--- config.mk ---
export PLATFORM = sky130hd
export DESIGN_NAME = dcut_neuron
export DESIGN_NICKNAME = d
export VERILOG_FILES = /design/src/rtl/dcut_pkg.sv /design/src/rtl/dcut_lane.sv /design/src/rtl/dcut_min_scan.sv /design/src/rtl/dcut_scale.sv /design/src/rtl/dcut_neuron.sv
export SDC_FILE = /design/constraint.sdc
export NUM_CORES = 1
export LEC_CHECK = 0
export BUFFER_PORTS_ARGS = -buffer_cell sky130_fd_sc_hd__buf_4
export CORE_MARGIN = 3
export CORE_UTILIZATION = 40
export DETAILED_ROUTE_END_ITERATION = 8
export PLACE_DENSITY_LB_ADDON = 0.05
export RECOVER_POWER = 100
export SLEW_MARGIN = 15
export SYNTH_ARGS = -nofsm -noshare
export SYNTH_HDL_FRONTEND = slang
export SYNTH_HIERARCHICAL = 1
export SYNTH_SLANG_ARGS = --single-unit
--- constraint.sdc ---
create_clock -name clk -period 43.8 [get_ports clk]
set_input_delay 2.19 -clock clk [delete_from_list [all_inputs] [get_ports clk]]
set_output_delay 2.19 -clock clk [all_outputs]
set_load 0.03 [all_outputs]
--- src/rtl/dcut_pkg.sv ---
`timescale 1ns/1ps
package dcut_pkg;
    typedef enum logic {
        PH_IDLE = 1'b0,
        PH_RUN  = 1'b1
    } dcut_phase_e;
endpackage

--- src/rtl/dcut_lane.sv ---
`timescale 1ns/1ps
// One element of the cut: load, or reduce by the step minimum while nonzero.
module dcut_lane #(
    parameter int OP_W = 16
) (
    input  logic [OP_W-1:0] cur_i,
    input  logic [OP_W-1:0] load_val_i,
    input  logic            load_i,
    input  logic            sub_i,
    input  logic [OP_W-1:0] step_min_i,
    output logic [OP_W-1:0] nxt_o,
    output logic            act_o
);
    always_comb begin
        act_o = (cur_i != '0);
        if (load_i) begin
            nxt_o = load_val_i;
        end else if (sub_i && act_o) begin
            nxt_o = cur_i - step_min_i;
        end else begin
            nxt_o = cur_i;
        end
    end
endmodule

--- src/rtl/dcut_min_scan.sv ---
`timescale 1ns/1ps
// Smallest nonzero element and count of nonzero elements.
module dcut_min_scan #(
    parameter int N_OPS = 8,
    parameter int OP_W  = 16,
    parameter int CNT_W = $clog2(N_OPS + 1)
) (
    input  logic [N_OPS-1:0][OP_W-1:0] vals_i,
    input  logic [N_OPS-1:0]           act_i,
    output logic [OP_W-1:0]            min_o,
    output logic [CNT_W-1:0]           cnt_o
);
    always_comb begin
        min_o = '1;
        cnt_o = '0;
        for (int i = 0; i < N_OPS; i++) begin
            if (act_i[i]) begin
                if (vals_i[i] < min_o) begin
                    min_o = vals_i[i];
                end
                cnt_o = cnt_o + CNT_W'(1);
            end
        end
    end
endmodule

--- src/rtl/dcut_scale.sv ---
`timescale 1ns/1ps
// Partial sum of one step: minimum times active count.
module dcut_scale #(
    parameter int OP_W  = 16,
    parameter int CNT_W = 4,
    parameter int SUM_W = 19
) (
    input  logic [OP_W-1:0]  min_i,
    input  logic [CNT_W-1:0] cnt_i,
    output logic [SUM_W-1:0] part_o
);
    always_comb begin
        part_o = SUM_W'(min_i) * SUM_W'(cnt_i);
    end
endmodule

--- src/rtl/dcut_neuron.sv ---
`timescale 1ns/1ps
module dcut_neuron #(
    parameter int N_OPS = 8,
    parameter int OP_W  = 16,
    parameter int SUM_W = OP_W + $clog2(N_OPS),
    parameter int CNT_W = $clog2(N_OPS + 1)
) (
    input  logic                    clk,
    input  logic                    rst_n,
    input  logic                    start_i,
    input  logic [N_OPS*OP_W-1:0]   ops_i,
    input  logic [SUM_W-1:0]        thr_i,
    output logic                    busy_o,
    output logic                    done_o,
    output logic                    fire_o,
    output logic [SUM_W-1:0]        sum_o,
    output logic [CNT_W-1:0]        cycles_o
);
    import dcut_pkg::*;

    typedef struct packed {
        dcut_phase_e                 phase;
        logic [N_OPS-1:0][OP_W-1:0]  cut;
        logic [SUM_W-1:0]            thr;
        logic [SUM_W-1:0]            sum;
        logic [CNT_W-1:0]            cnt;
        logic                        fire;
        logic                        done;
    } dcut_state_t;

    dcut_state_t st_d, st_q;

    logic                        lane_load;
    logic                        lane_sub;
    logic [N_OPS-1:0][OP_W-1:0]  lane_nxt;
    logic [N_OPS-1:0]            lane_act;
    logic [OP_W-1:0]             step_min;
    logic [CNT_W-1:0]            step_cnt;
    logic [SUM_W-1:0]            step_part;

    for (genvar k = 0; k < N_OPS; k++) begin : g_lane
        dcut_lane #(.OP_W(OP_W)) u_lane (
            .cur_i      (st_q.cut[k]),
            .load_val_i (ops_i[k*OP_W +: OP_W]),
            .load_i     (lane_load),
            .sub_i      (lane_sub),
            .step_min_i (step_min),
            .nxt_o      (lane_nxt[k]),
            .act_o      (lane_act[k])
        );
    end

    dcut_min_scan #(.N_OPS(N_OPS), .OP_W(OP_W), .CNT_W(CNT_W)) u_scan (
        .vals_i (st_q.cut),
        .act_i  (lane_act),
        .min_o  (step_min),
        .cnt_o  (step_cnt)
    );

    dcut_scale #(.OP_W(OP_W), .CNT_W(CNT_W), .SUM_W(SUM_W)) u_scale (
        .min_i  (step_min),
        .cnt_i  (step_cnt),
        .part_o (step_part)
    );

    always_comb begin
        st_d      = st_q;
        st_d.done = 1'b0;
        lane_load = 1'b0;
        lane_sub  = 1'b0;
        case (st_q.phase)
            PH_IDLE: begin
                if (start_i) begin
                    lane_load  = 1'b1;
                    st_d.phase = PH_RUN;
                    st_d.thr   = thr_i;
                    st_d.sum   = '0;
                    st_d.cnt   = '0;
                    st_d.fire  = 1'b0;
                end
            end
            PH_RUN: begin
                if (st_q.sum >= st_q.thr) begin
                    st_d.phase = PH_IDLE;
                    st_d.fire  = 1'b1;
                    st_d.done  = 1'b1;
                end else if (step_cnt == '0) begin
                    st_d.phase = PH_IDLE;
                    st_d.fire  = 1'b0;
                    st_d.done  = 1'b1;
                end else begin
                    lane_sub = 1'b1;
                    st_d.sum = st_q.sum + step_part;
                    st_d.cnt = st_q.cnt + CNT_W'(1);
                end
            end
            default: st_d.phase = PH_IDLE;
        endcase
        st_d.cut = lane_nxt;
    end

    always_ff @(posedge clk or negedge rst_n) begin
        if (!rst_n) begin
            st_q <= '0;
        end else begin
            st_q <= st_d;
        end
    end

    assign busy_o   = (st_q.phase == PH_RUN);
    assign done_o   = st_q.done;
    assign fire_o   = st_q.fire;
    assign sum_o    = st_q.sum;
    assign cycles_o = st_q.cnt;
endmodule

==> summary.md <==
| Metric | Value |
|---|---|
| Outcome | finished with violations |
| Failing checks | capacitance limit, slew limit |
| # DRC | 0 |
| MaxCap Viol Count | 7 |
| Routed vias/inst | 5.65 |
| Final setup viols | 0 |
| Slew margin rel. | -1.66 |
| Most common cell on crit path | o21ai_0 |
| Crit share post-route | 0.700 |
| Post-synthesis sequential area ratio | 0.186 |
| CTS tree | done |
| Post-synthesis cell area | 23200 sq um |
| CTS Hold Bufs | 0 |
| CP Launch Type | register |
| Nets | 3530 |
| Placed Cells | 3799 |
| Starting density of the core | 0.408 |
| CTS H-tree depth | 4 |
| Placed Area | 25200 sq um |
| Die ar. | 61000 sq um |
| Number of global-route vias before repair | 21300 |
| FFs w/ async S/R, synth | 1.00 |
| Placeable core area | 56900 sq um |
| Final Instance Count excl. Fillers | 3831 |
| Crit Path Category | reg -> reg |
| Syn avg cell area | 7.81 sq um |
| WL/cell | 20.0 um |
| Final min period | 30670 ps |
| Setup WS pre-CTS | 17860 ps |
| Routability congestion estimate | 0.880 |
| Fin. Hold Viols | 0 |
| Number of synthesized flops with an enable pin | 0 |
| Count leader, synth | inv_1 |
| Pin count of the biggest net entering global routing | 125 |
| Ranking of synthesized cells by instance count | inv_1 (336), ha_1 (281), nand2_1 (272), a21oi_1 (267), o21ai_0 (210) |
| R2R setup slack | 13130 ps |
| Synth unique cells | 107 |
| # diodes | 0 |
| PortBufs | 175 |
| Gates resized, CTS repair | 0 |
| First-pass GRT wire length | 120 mm |
| Design Area, Final | 25300 sq um |
| Largest stage delay, worst path | 2130 ps |
| Drt pass-1 iters | 5 |
| Critical-path top delay cell | a31oi_1 |
| Worst-path clk slew | 80 ps |
| Clock Sink Count | 173 |
| Slew @ Worst Pin | 3960 ps |
| Seq cells post-synth | 173 |
| Skew-Pair Late Insertion Delay | 510 ps |
| GRT Util Overall | 0.251 |
| Postcts setup bufs | 0 |
| Layout cells sized above 1 | 0.0976 |
| Gr ovfl total | 0 |
| Worst-path maximum fanout | 35 |
| RSZ-0062 raised after global routing | false |
| Root cell of the clock tree | clkbuf_16 |
| Post-synth top flop | dfrtp_1 |
| Post-Syn Instances | 2976 |
| Slew Limit Fails | 356 |
| Layout area overhead | 8.66% |
| Worst setup EP type | register |
| Die width | 247 um |
| Top post-synthesis cells by area | dfrtp_1 (19%), ha_1 (15%), a21oi_1 (5.7%) |
| WL final | 76.7 mm |
| Highest Clock Rate | 32.6 MHz |
| Yosys warning total | 6 |
| I/O Pins | 176 |
| Largest area contributor in the netlist | dfrtp_1 |
| Chip Height | 247 um |
| Hpwl dp | 59.9 mm |
| Initial antenna violation count | 1 |
| ANT nets after route | 0 |
| Synth top area share | 0.186 |
| Syn nets | 3444 |
| CTS Buf Count | 17 |
| Fin Setup TNS | 0 ps |
| Critical Path RT | 44220 ps |
| Detailed Route Iter0 Violations | 1250 |
| Clock buffer depth | 2 |
| FP Rows | 87 |
| Post-route setup slack | 13130 ps |
| Clock skew | 18.2 ps |
| Vias | 21600 |
| Worst Path Arrival | 31090 ps |
| Hold Path Class | reg -> reg |
-- state kept, by name, summed over array words and instances (netlist names) --
name	count
done_o	1
sum_o	19
fire_o	1
st_q	147
cycles_o	4
busy_o	1
-- placed cells by master (no fill, tap or decap), types with 34 or more instances in the layout --
cell type  count
ha_1         281
nand2_1      273
dfrtp_1      173
a21o_1        57
nor2_1       144
inv_1        336
o21a_1        49
nor3_1        46
buf_4        172
mux2i_1       55
a21oi_1      267
and2_1        50
xnor2_1       57
clkbuf_1      34
nand3_1       70
nor4_1        44
fa_1          37
o21ai_0      218
nor2b_1       64
nand4_1       49
a211oi_1      38
-- through the flow --
step	util	hold WS, ps
after detailed placement	0.442	471
after global routing	0.444	528
final	0.444	496
after global placement	0.442	474
after CTS	0.452	497
after floorplan	-	450
-- final timing paths --
check / startpoint / to / depth (start not counted)
min in group asynchronous: rst_n / st_q[75] / 1
worst min register to register: st_q[25] / st_q[25] / 2
worst min-delay path: st_q[25] / st_q[25] / 2
max in group asynchronous: rst_n / st_q[129] / 3
worst max-delay path: st_q[45] / sum_o[18] / 111
worst max register to register: st_q[45] / sum_o[18] / 111
-- area by class of cell --
class	instances	area [sq um]
Clock buffer	17	425
Clock inverter	15	154
Fill cell	5925	31700
Inverter	339	1270
Multi-Input combinational cell	2325	16700
Sequential cell	173	4330
Tap cell	756	946
Timing Repair Buffer	206	1420
-- metal layers --
layer | routed length, um | part of all wire | up-vias | GRT usage
met3 | 3500 | 0.046 | 82 | 0.0409
met1 | 36900 | 0.48 | 10300 | 0.342
met2 | 34700 | 0.45 | 463 | 0.413
li1 | - | - | 10800 | -
met5 | 19 | 0.00025 | - | 0
met4 | 1660 | 0.022 | 4 | 0.0654
-- critical path, delay by kind of cell (launching register included) --
family	cells	cell delay, ps
AOI/OAI and AO/OA	48	14380
buffers and inverters	10	1960
adders and majority gates	11	3750
muxes	4	2560
DFF	1	550
and+or+nand+nor	38	7330
-- cells by family (layout without fill, tap and decap cells) --
family | count (synthesis) | in the layout | synth area share
buffers and inverters | 478 | 577 | 0.0840
AOI/OAI and AO/OA | 882 | 882 | 0.253
xor gates and xnor gates | 84 | 84 | 0.0316
and+or+nand+nor | 933 | 933 | 0.213
adders and majority gates | 324 | 324 | 0.186
muxes | 102 | 102 | 0.0463
DFF | 173 | 173 | 0.186
Power is left out: the tool's default activity adds up to more than one toggle a clock period on the data nets, which glitch-free logic cannot reach.
